<file path="config.mk">
export PLATFORM = sky130hd
export DESIGN_NAME = epbuf_cmpl_ctrl
export DESIGN_NICKNAME = d
export VERILOG_FILES = /design/src/rtl/epbuf_pkg.sv /design/src/rtl/epbuf_region.sv /design/src/rtl/epbuf_counters.sv /design/src/rtl/epbuf_decide.sv /design/src/rtl/epbuf_cmpl_ctrl.sv
export SDC_FILE = /design/constraint.sdc
export NUM_CORES = 1
export LEC_CHECK = 0
export BUFFER_PORTS_ARGS = -buffer_cell sky130_fd_sc_hd__buf_2
export CORE_AREA = 2 2 107 109
export CTS_CLUSTER_SIZE = 14
export DETAILED_ROUTE_END_ITERATION = 10
export DIE_AREA = 0 0 109 111
export PLACE_DENSITY = 0.68
export SYNTH_ARGS = -nofsm -noshare
export SYNTH_HDL_FRONTEND = slang
export SYNTH_HIERARCHICAL = 1
export SYNTH_SLANG_ARGS = --single-unit
</file>
<file path="constraint.sdc">
create_clock -name clk -period 8.3 [get_ports clk]
set_input_delay 0.83 -clock clk [delete_from_list [all_inputs] [get_ports clk]]
set_output_delay 0.83 -clock clk [all_outputs]
set_load 0.02 [all_outputs]
</file>
<file path="src/rtl/epbuf_pkg.sv">
package epbuf_pkg;

    // FIFO geometry: 64-byte blocks, 48 of them (3 KB)
    localparam int BLK_LOG2    = 6;
    localparam int FIFO_BLOCKS = 48;

    typedef enum logic [1:0] {
        XT_CONTROL = 2'b00,
        XT_BULK    = 2'b01,
        XT_INTR    = 2'b10,
        XT_ISOCH   = 2'b11
    } xfer_kind_t;

    typedef enum logic {
        PH_FILL = 1'b0,
        PH_HELD = 1'b1
    } buf_phase_t;

    // One cycle's worth of decisions from the completion logic
    typedef struct packed {
        logic clr;        // reset all counters
        logic add_rx;     // count a received packet and its bytes
        logic add_wr;     // count one written byte
        logic add_tx;     // count a transmitted packet and its bytes
        logic set_valid;
        logic clr_valid;
        logic pulse;
    } epbuf_ctl_t;

    function automatic logic is_bulk(input logic [1:0] kind);
        return xfer_kind_t'(kind) == XT_BULK;
    endfunction

    function automatic logic span_fits(input int start_blk, input int nblk);
        return (start_blk < FIFO_BLOCKS) && (nblk != 0) &&
               (start_blk + nblk <= FIFO_BLOCKS);
    endfunction

endpackage

</file>
<file path="src/rtl/epbuf_region.sv">
module epbuf_region
    import epbuf_pkg::*;
#(
    parameter int BLK_W  = 6,
    parameter int ADDR_W = BLK_W + BLK_LOG2,
    parameter int CNT_W  = ADDR_W + 1
) (
    input  logic [1:0]        xfer_type,
    input  logic              cont_req,
    input  logic [BLK_W-1:0]  start_blk,
    input  logic [BLK_W-1:0]  nblk,
    output logic [ADDR_W-1:0] base_addr,
    output logic [CNT_W-1:0]  buf_bytes,
    output logic              eff_cont,
    output logic              cfg_err
);
    logic bulk;
    logic fits;

    assign bulk      = is_bulk(xfer_type);
    assign fits      = span_fits(int'(start_blk), int'(nblk));
    assign base_addr = {start_blk, {BLK_LOG2{1'b0}}};
    assign buf_bytes = {1'b0, nblk, {BLK_LOG2{1'b0}}};

    // Continuous aggregation only exists for bulk endpoints
    assign eff_cont  = cont_req && bulk;
    assign cfg_err   = !fits || (cont_req && !bulk);
endmodule

</file>
<file path="src/rtl/epbuf_counters.sv">
module epbuf_counters
    import epbuf_pkg::*;
#(
    parameter int CNT_W = 13,
    parameter int LEN_W = 11,
    parameter int DMA_W = 8
) (
    input  logic              clk,
    input  logic              rst,
    input  epbuf_ctl_t        ctl,
    input  logic [LEN_W-1:0]  pkt_len,
    output logic [CNT_W-1:0]  byte_cnt,
    output logic [DMA_W-1:0]  pkt_cnt,
    output logic [CNT_W-1:0]  sent_cnt
);
    logic [CNT_W-1:0] len_ext;
    assign len_ext = CNT_W'(pkt_len);

    always_ff @(posedge clk) begin
        if (rst || ctl.clr) begin
            byte_cnt <= '0;
            pkt_cnt  <= '0;
            sent_cnt <= '0;
        end else begin
            if (ctl.add_rx)
                byte_cnt <= byte_cnt + len_ext;
            else if (ctl.add_wr)
                byte_cnt <= byte_cnt + CNT_W'(1);
            if (ctl.add_rx || ctl.add_tx)
                pkt_cnt <= pkt_cnt + DMA_W'(1);
            if (ctl.add_tx)
                sent_cnt <= sent_cnt + len_ext;
        end
    end
endmodule

</file>
<file path="src/rtl/epbuf_decide.sv">
module epbuf_decide
    import epbuf_pkg::*;
#(
    parameter int CNT_W = 13,
    parameter int LEN_W = 11,
    parameter int DMA_W = 8
) (
    input  logic              clk,
    input  logic              rst,
    input  logic              dir_in,
    input  logic              eff_cont,
    input  logic [LEN_W-1:0]  max_pkt,
    input  logic [CNT_W-1:0]  buf_bytes,
    input  logic [DMA_W-1:0]  dma_cnt,
    input  logic              pkt_end,
    input  logic              pkt_short,
    input  logic [LEN_W-1:0]  pkt_len,
    input  logic              wr_byte,
    input  logic              sw_valid_set,
    input  logic              rd_drained,
    input  logic [CNT_W-1:0]  byte_cnt,
    input  logic [DMA_W-1:0]  pkt_cnt,
    input  logic [CNT_W-1:0]  sent_cnt,
    output epbuf_ctl_t        ctl,
    output logic              buf_valid,
    output logic              cmpl_pulse
);
    buf_phase_t       phase;
    logic [CNT_W-1:0] rx_total;
    logic [CNT_W-1:0] wr_total;
    logic [CNT_W-1:0] tx_total;
    logic [CNT_W-1:0] in_thresh;
    logic [DMA_W:0]   pkt_next;
    logic             dma_hit;
    logic             rx_done;
    logic             tx_done;

    assign rx_total  = byte_cnt + CNT_W'(pkt_len);
    assign wr_total  = byte_cnt + CNT_W'(1);
    assign tx_total  = sent_cnt + CNT_W'(pkt_len);
    assign in_thresh = eff_cont ? buf_bytes : CNT_W'(max_pkt);
    assign pkt_next  = {1'b0, pkt_cnt} + (DMA_W+1)'(1);
    assign dma_hit   = (dma_cnt != '0) && (pkt_next == {1'b0, dma_cnt});

    // Single mode: each packet is a unit of work
    assign rx_done = !eff_cont || pkt_short || (rx_total >= buf_bytes) || dma_hit;
    assign tx_done = !eff_cont || pkt_short || (tx_total >= byte_cnt);

    always_comb begin
        ctl = '0;
        unique case ({dir_in, phase})
            {1'b0, PH_FILL}: begin
                if (pkt_end) begin
                    ctl.add_rx = 1'b1;
                    if (rx_done) begin
                        ctl.set_valid = 1'b1;
                        ctl.pulse     = 1'b1;
                    end
                end
            end
            {1'b0, PH_HELD}: begin
                if (rd_drained) begin
                    ctl.clr_valid = 1'b1;
                    ctl.clr       = 1'b1;
                end
            end
            {1'b1, PH_FILL}: begin
                if (wr_byte) begin
                    ctl.add_wr = 1'b1;
                    if (wr_total >= in_thresh)
                        ctl.set_valid = 1'b1;
                end
                if (sw_valid_set)
                    ctl.set_valid = 1'b1;
            end
            default: begin
                if (pkt_end) begin
                    if (tx_done) begin
                        ctl.clr       = 1'b1;
                        ctl.clr_valid = 1'b1;
                        ctl.pulse     = 1'b1;
                    end else begin
                        ctl.add_tx = 1'b1;
                    end
                end
            end
        endcase
    end

    always_ff @(posedge clk) begin
        if (rst) begin
            phase      <= PH_FILL;
            cmpl_pulse <= 1'b0;
        end else begin
            cmpl_pulse <= ctl.pulse;
            if (ctl.set_valid)
                phase <= PH_HELD;
            else if (ctl.clr_valid)
                phase <= PH_FILL;
        end
    end

    assign buf_valid = (phase == PH_HELD);
endmodule

</file>
<file path="src/rtl/epbuf_cmpl_ctrl.sv">
module epbuf_cmpl_ctrl
    import epbuf_pkg::*;
#(
    parameter int MPS_W = 11,
    parameter int BLK_W = 6,
    parameter int DMA_W = 8
) (
    input  logic                      clk,
    input  logic                      rst,
    input  logic [1:0]                cfg_xfer_type,
    input  logic                      cfg_dir_in,
    input  logic                      cfg_cont,
    input  logic [MPS_W-1:0]          cfg_max_pkt,
    input  logic [BLK_W-1:0]          cfg_buf_nblk,
    input  logic [BLK_W-1:0]          cfg_start_blk,
    input  logic [DMA_W-1:0]          dma_pkt_cnt,
    input  logic                      pkt_end,
    input  logic                      pkt_short,
    input  logic [MPS_W-1:0]          pkt_len,
    input  logic                      wr_byte,
    input  logic                      sw_valid_set,
    input  logic                      rd_drained,
    output logic                      buf_valid,
    output logic                      cmpl_pulse,
    output logic [BLK_W+BLK_LOG2-1:0] buf_base_addr,
    output logic                      cfg_err
);
    localparam int ADDR_W = BLK_W + BLK_LOG2;
    localparam int CNT_W  = ADDR_W + 1;

    logic [CNT_W-1:0] buf_bytes;
    logic             eff_cont;
    logic [CNT_W-1:0] byte_cnt;
    logic [CNT_W-1:0] sent_cnt;
    logic [DMA_W-1:0] pkt_cnt;
    epbuf_ctl_t       ctl;

    epbuf_region #(
        .BLK_W (BLK_W),
        .ADDR_W(ADDR_W),
        .CNT_W (CNT_W)
    ) u_region (
        .xfer_type(cfg_xfer_type),
        .cont_req (cfg_cont),
        .start_blk(cfg_start_blk),
        .nblk     (cfg_buf_nblk),
        .base_addr(buf_base_addr),
        .buf_bytes(buf_bytes),
        .eff_cont (eff_cont),
        .cfg_err  (cfg_err)
    );

    epbuf_counters #(
        .CNT_W(CNT_W),
        .LEN_W(MPS_W),
        .DMA_W(DMA_W)
    ) u_counters (
        .clk     (clk),
        .rst     (rst),
        .ctl     (ctl),
        .pkt_len (pkt_len),
        .byte_cnt(byte_cnt),
        .pkt_cnt (pkt_cnt),
        .sent_cnt(sent_cnt)
    );

    epbuf_decide #(
        .CNT_W(CNT_W),
        .LEN_W(MPS_W),
        .DMA_W(DMA_W)
    ) u_decide (
        .clk         (clk),
        .rst         (rst),
        .dir_in      (cfg_dir_in),
        .eff_cont    (eff_cont),
        .max_pkt     (cfg_max_pkt),
        .buf_bytes   (buf_bytes),
        .dma_cnt     (dma_pkt_cnt),
        .pkt_end     (pkt_end),
        .pkt_short   (pkt_short),
        .pkt_len     (pkt_len),
        .wr_byte     (wr_byte),
        .sw_valid_set(sw_valid_set),
        .rd_drained  (rd_drained),
        .byte_cnt    (byte_cnt),
        .pkt_cnt     (pkt_cnt),
        .sent_cnt    (sent_cnt),
        .ctl         (ctl),
        .buf_valid   (buf_valid),
        .cmpl_pulse  (cmpl_pulse)
    );
endmodule

</file>
==> results.md, run 1 <==
* Final core utilization at 53.7%
* WL per Instance at 15.6 um
* Largest net degree at the start of global routing at 28
* Dpl cell area at 0.00580 mm^2
* Via count at 5,152
* All-Layer GR Usage at 23.2%
* Seq pwr share at 32.5%
* Area grow syn2layout at 8.15%
* Vias per inst at 5.80
* Slowest cell on crit path: o2111a_1
* Final Skew at 0.00327 ns
* # fillers at 1,075
* Minimum clock period at 5.17 ns
* GRT overflow at 0
* Cells after DPL at 880
* Max Slew Vio Count at 0
* Highest routed layer: met4
* Net switching power at 0.196 mW
* Average cell area after synthesis at 7.85 um^2
* GPL Wtd Cong at 0.947
* Most frequent CP cell: a21oi_1
* Clock tree buffer depth at 2
* CP max FO at 20
* Warnings, synthesis at 6
* Post-CTS setup buffer count at 0
* 1st-iter DRT viols at 275
* Num CTS Buffers at 5
* Comb power frac at 34.0%
* Met3 routed WL at 780 um
* First drt pass iteration count at 5
* Max Clk Rate at 193 MHz
* Crit. End Element: register
* Setup slack, reg-to-reg at 3.49 ns
* Post-route cell area at 0.00594 mm^2
* Hold path depth at 2
* Largest delay contributor family on the critical path: compound AO/OA/AOI/OAI gates
* Detailed Route WL at 13,900 um
* Port-buffer cells at 61
* CP cell instances: buf_2, ha_1, fa_1, a21o_1, a21oi_1, nand2b_1, a211oi_1, nor3_1, xnor2_1, ha_1, a21o_1, a21oi_1, o2111ai_1, a21oi_2, o2111a_1, or2_2, nand4_1, or3_1, a21oi_1
* Hold_ws at 0.497 ns
* CTS sink count at 36
* CP Launch Type: input pin
* H-tree depth at 2
* Clk pwr share at 33.5%
* Initial Util at 49.6%
* Die ar. at 0.0121 mm^2
* Cell depth of the worst flop-to-flop path at 18
* CP Class: input pin to register
* CTS Root Cell: clkbuf_16
* Hold_buf cts at 0
* CTS tree: built
* Fin worst setup slack at 3.13 ns
* Max-slew headroom at the worst pin at 46.1%
* Worst path bufs/invs at 1
* Hold Violations, Final at 0
* WHS Endpoint: u_counters/sent_cnt[6]
* Critical Path AT at 5.38 ns
* Internal power at 0.378 mW
* Slowest Stage Delay on Critical Path at 0.73 ns
* Fin crit share at 62.3%
* Leakage Power at 2.69 nW
* Cell Rows at 39
* DRC Markers at 0
* Core footprint at 0.0111 mm^2
* Slew @ Worst Pin at 0.808 ns
* Clock transition at the registers of the reported paths at 0.05 ns
* Outcome: finished clean
* Tot Pwr at 0.574 mW
* Number of global-route vias before repair at 4,885
* Reg-to-reg startpoint: u_counters/sent_cnt[0]
* DP HPWL at 11,200 um
* IR drop worst, VDD at 0.0887 mV
* Clock latency on the worst-skew pair at 0.28 ns
* RSZ-0062 raised after global routing: false
* Final net count at 894
* Die W at 109 um
* Mapped Cells at 700
* Pre-CTS setup slack at 2.86 ns
* Routed length on met2 at 6340 um
* CP Data Required Time at 8.51 ns
* Remaining antenna violation count at 0
* Boundary Pins at 68
* Setup violators final at 0
* HP Class: register to register
* Routed met1 length at 6570 um
* Maxcap violations at 0
* Layout cells sized above 1 at 12.6%
* Initial antenna violation count at 0
* Final Non-Filler Cells at 888
* # resized after CTS at 0
* RR Endpoint: u_counters/pkt_cnt[7]
* Die Span Y at 111 um
* Worst min-delay path startpoint: u_counters/sent_cnt[6]
* Sw Ratio at 34.1%
* Diode count at 0
* Post-Synthesis Cell Area at 0.00550 mm^2
* First-pass GRT wire length at 22,700 um
* TNS Setup at 0 ns
* PD cells at 96.5 mW/mm^2
-- sequential cells by signal, summed over array words and instances (netlist names) --
signal / cells
u_counters/byte_cnt: 13
u_decide/cmpl_pulse: 1
u_decide/buf_valid: 1
u_counters/pkt_cnt: 8
u_counters/sent_cnt: 13
-- worst max path at each step --
stage | startpoint | end | slack, ns | depth (start not counted)
2_1_floorplan | pkt_len[0] | u_counters/sent_cnt[9] | 3.53 | 20
3_3_place_gp | pkt_len[0] | u_counters/pkt_cnt[7] | 2.95 | 19
3_5_place_dp | pkt_len[0] | u_counters/pkt_cnt[7] | 2.86 | 19
5_1_grt | pkt_len[0] | u_counters/pkt_cnt[7] | 2.79 | 19
4_1_cts | pkt_len[0] | u_counters/pkt_cnt[7] | 3.15 | 19
6_report | pkt_len[0] | u_counters/pkt_cnt[7] | 3.13 | 19
-- metal layers --
metal | vias up | GRT usage, %
li1 | 2615 | -
met2 | 143 | 39.4
met3 | 15 | 3.00
met4 | 0 | 6.15
met5 | - | 0
met1 | 2379 | 30.6
-- cell type report --
cell class	instances	area [um^2]	area share, %
multi-input combinational	594	4420	74.3
sequential	36	721	12.1
timing repair buffer	62	313	5.26
tap	143	179	3.01
inverter	45	169	2.84
clock buffer	8	146	2.46
-- worst reg2reg max path: cells and delay by family, from the launching register on --
kind                       cells  cell delay, ns
AOI/OAI and AO/OA              9            2.09
and+or+nand+nor                5            1.31
adders and majority gates      3            0.87
DFF                            1            0.33
xor gates and xnor gates       1            0.15
-- power groups by stage --
stage | Clock, mW | Sequential [mW] | Combinational (mW)
after floorplan | 0 | 0.188 | 0.145
after global placement | 0 | 0.190 | 0.185
after detailed placement | 0 | 0.190 | 0.192
after CTS | 0.198 | 0.186 | 0.193
after global routing | 0.205 | 0.188 | 0.220
final | 0.192 | 0.187 | 0.195
-- cells in the final DEF, fill, tap and decap left out, types with 8 or more instances in the layout --
master and instances:
inv_1 45, nor3_1 13, a211oi_1 10, nor2_1 45, xnor2_1 37, or3_1 8, conb_1 13, a21o_1 15
nand2_1 61, buf_2 61, mux2i_1 21, ha_1 92, nand4_1 13, nand3_1 29, o21ai_0 27, nand2b_1 10
a21oi_1 53, xor2_1 21, dfxtp_1 36, and2_1 12
No activity file was read; power rests on OpenSTA's default activity.
==> run 2, diff against run 1 <==
==> constraint.sdc (replaced) <==
create_clock -name clk -period 5.4 [get_ports clk]
set_input_delay 0.54 -clock clk [delete_from_list [all_inputs] [get_ports clk]]
set_output_delay 0.54 -clock clk [all_outputs]
set_load 0.02 [all_outputs]
==> run 2 against run 1 <==
Net effect:
- non-clock buffer count is 4 higher
- via count is 1.1% higher
- clock skew hardly changed
- sequential power is 53% higher
- register-to-register slack worse by 2.8 ns
- final cell count is 0.45% higher
- clock power is 76% higher
- die area stayed put
- global-route usage is 0.90 points higher
- wire length is 2.2% higher
==> results.md, run 2 (synthesis gave the netlist of run 1 again) <==
* Outcome: finished clean (unchanged)
* Cells after DPL at 884 (was 880)
* CP max FO at 11 (was 20)
* Cell Rows at 39 (unchanged)
* Initial antenna violation count at 0 (unchanged)
* Remaining antenna violation count at 0 (unchanged)
* CTS tree: built (unchanged)
* M1 GR Usage at 30.9% (was 30.6%)
* First drt pass iteration count at 4 (was 5)
* CP cell instances: buf_2, ha_1, fa_1, a21o_1, a21oi_1, nand2b_1, a211oi_1, nor3_1, xnor2_1, ha_1, a21o_1, a21oi_1, o2111ai_1, a21oi_2, o2111a_1, or2_2, nand4_1, or3_1, a21oi_1 (unchanged)
* Slowest Stage Delay on Critical Path at 0.45 ns (was 0.73 ns)
* Num CTS Buffers at 5 (unchanged)
* Clock tree buffer depth at 2 (unchanged)
* IR drop worst, VDD at 0.110 mV (was 0.0887 mV)
* Max Slew Vio Count at 0 (unchanged)
* Max-slew headroom at the worst pin at 61.4% (was 46.1%)
* Largest delay contributor family on the critical path: compound AO/OA/AOI/OAI gates (unchanged)
* DP HPWL at 11,600 um (was 11,200 um)
* Number of global-route vias before repair at 5,064 (was 4,885)
* Final Skew at 0.00305 ns (was 0.00327 ns)
* GRT overflow at 0 (unchanged)
* CP Launch Type: input pin (unchanged)
* Met3 global-route usage at 2.82% (was 3.00%)
* GPL Wtd Cong at 0.920 (was 0.947)
* Hold Violations, Final at 0 (unchanged)
* Fin crit share at 87.4%
* Slowest cell on crit path: o2111a_1 (unchanged)
* Die Span Y at 111 um (unchanged)
* Clock latency on the worst-skew pair at 0.29 ns (was 0.28 ns)
* Die W at 109 um (unchanged)
* # resized after CTS at 0 (unchanged)
* Setup violators final at 0 (unchanged)
* Area of the multi-input gates at 0.00442 mm^2 (unchanged)
* Leading registers by flop count: u_counters/byte_cnt: 13 flops, u_counters/sent_cnt: 13 flops, u_counters/pkt_cnt: 8 flops (unchanged)
* HP Class: register to register (unchanged)
* Hold_buf cts at 0 (unchanged)
* Slew @ Worst Pin at 0.576 ns (was 0.808 ns)
* Final core utilization at 54.1% (was 53.7%)
* Area grow syn2layout at 9.08% (was 8.15%)
* Net switching power at 0.311 mW (was 0.196 mW)
* TNS Setup at 0 ns (unchanged)
* Final net count at 898 (was 894)
* WL per Instance at 15.9 um (was 15.6 um)
* Port-buffer cells at 61 (unchanged)
* Detailed Route WL at 14,200 um (was 13,900 um)
* Die ar. at 0.0121 mm^2 (unchanged)
* Worst path bufs/invs at 1 (unchanged)
* Sw Ratio at 33.6% (was 34.1%)
* First-pass GRT wire length at 23,600 um (was 22,700 um)
* CTS Root Cell: clkbuf_16 (unchanged)
* Critical Path AT at 4.93 ns (was 5.38 ns)
* Seq pwr share at 31.0% (was 32.5%)
* Leakage Power at 2.72 nW (was 2.69 nW)
* Pre-CTS setup slack at 0.436 ns (was 2.86 ns)
* Tot Pwr at 0.927 mW (was 0.574 mW)
* GR Util met2 at 41.2% (was 39.4%)
* Fin worst setup slack at 0.682 ns (was 3.13 ns)
* Boundary Pins at 68 (unchanged)
* Maxcap violations at 0 (unchanged)
* H-tree depth at 2 (unchanged)
* Initial Util at 49.6% (unchanged)
* Layout cells sized above 1 at 13.4% (was 12.6%)
* PD cells at 155 mW/mm^2 (was 96.5 mW/mm^2)
* CTS sink count at 36 (unchanged)
* Post-CTS setup buffer count at 0 (unchanged)
* Vias per inst at 5.84 (was 5.80)
* Largest net degree at the start of global routing at 19 (was 28)
* Most frequent CP cell: a21oi_1 (unchanged)
* Register cell area after layout at 721 um^2 (unchanged)
* Via count at 5,211 (was 5,152)
* DRC Markers at 0 (unchanged)
* Comb power frac at 32.6% (was 34.0%)
* Core footprint at 0.0111 mm^2 (unchanged)
* Top Usage Layer GRT: met2 (unchanged)
* # fillers at 1,063 (was 1,075)
* Max Clk Rate at 212 MHz
* Most frequent cells in the layout: ha_1, buf_2, nand2_1 (unchanged)
* CP Data Required Time at 5.62 ns (was 8.51 ns)
* Diode count at 0 (unchanged)
* All-Layer GR Usage at 24.1% (was 23.2%)
* Commonest non-fill, non-tap cell in the layout: ha_1 (unchanged)
* Clock transition at the registers of the reported paths at 0.06 ns (was 0.05 ns)
* Crit. End Element: register (unchanged)
* Clk pwr share at 36.4% (was 33.5%)
* CP Class: input pin to register (unchanged)
* Final Non-Filler Cells at 892 (was 888)
* Minimum clock period at 4.72 ns
* 1st-iter DRT viols at 266 (was 275)
* RSZ-0062 raised after global routing: false (unchanged)
* Internal power at 0.616 mW (was 0.378 mW)
[run 2: worst reg2reg max path, cell delays in order (launching register included)]
cell	delay (ns)
dfxtp_1	0.33
ha_1	0.21
fa_1	0.41
a21o_1	0.19
a21oi_1	0.20
nand2b_1	0.18
a211oi_1	0.11
nor3_1	0.23
xnor2_1	0.15
ha_1	0.27
a21o_1	0.18
a21oi_1	0.22
o2111ai_1	0.19
a21oi_2	0.22
o2111a_1	0.45
or2_2	0.26
nand4_1	0.22
or3_1	0.40
a21oi_1	0.14
[run 2: per-stage QoR]
step	hold slack (ns)	cell area (um^2)
detailed placement	0.502	5830
floorplan	0.455	5540
global placement	0.481	5830
finish	0.510	6000
global route	0.537	6000
CTS	0.511	6000
[run 2: power by group through the flow]
stage / Combinational, mW / Clock [mW] / Sequential [mW]
3_5_place_dp: 0.299 / 0 / 0.293
3_3_place_gp: 0.289 / 0 / 0.293
5_1_grt: 0.341 / 0.347 / 0.289
4_1_cts: 0.301 / 0.338 / 0.287
6_report: 0.302 / 0.337 / 0.287
2_1_floorplan: 0.222 / 0 / 0.290
[run 2: path summary, 6_finish.rpt]
kind / end / depth (start not counted) / slack (ns) / start
setup reg to reg: u_counters/pkt_cnt[7] / 18 / 0.74 / u_counters/sent_cnt[0]
hold / removal: u_counters/sent_cnt[7] / 2 / 0.51 / u_counters/sent_cnt[7]
hold reg to reg: u_counters/sent_cnt[7] / 2 / 0.51 / u_counters/sent_cnt[7]
setup / recovery: u_counters/pkt_cnt[7] / 19 / 0.68 / pkt_len[0]
[run 2: cell type report]
class,instances,area share (%)
tap,143,2.98
sequential,36,12.0
timing repair buffer,66,5.72
clock inverter,3,0.710
inverter,45,2.82
clock buffer,5,2.09
multi-input combinational,594,73.7
[run 2: layer usage]
metal,vias to the layer above,part of all wire [%]
met1,2404,45
met2,153,47
met5,-,0
met3,31,5.5
li1,2623,-
met4,0,2.6
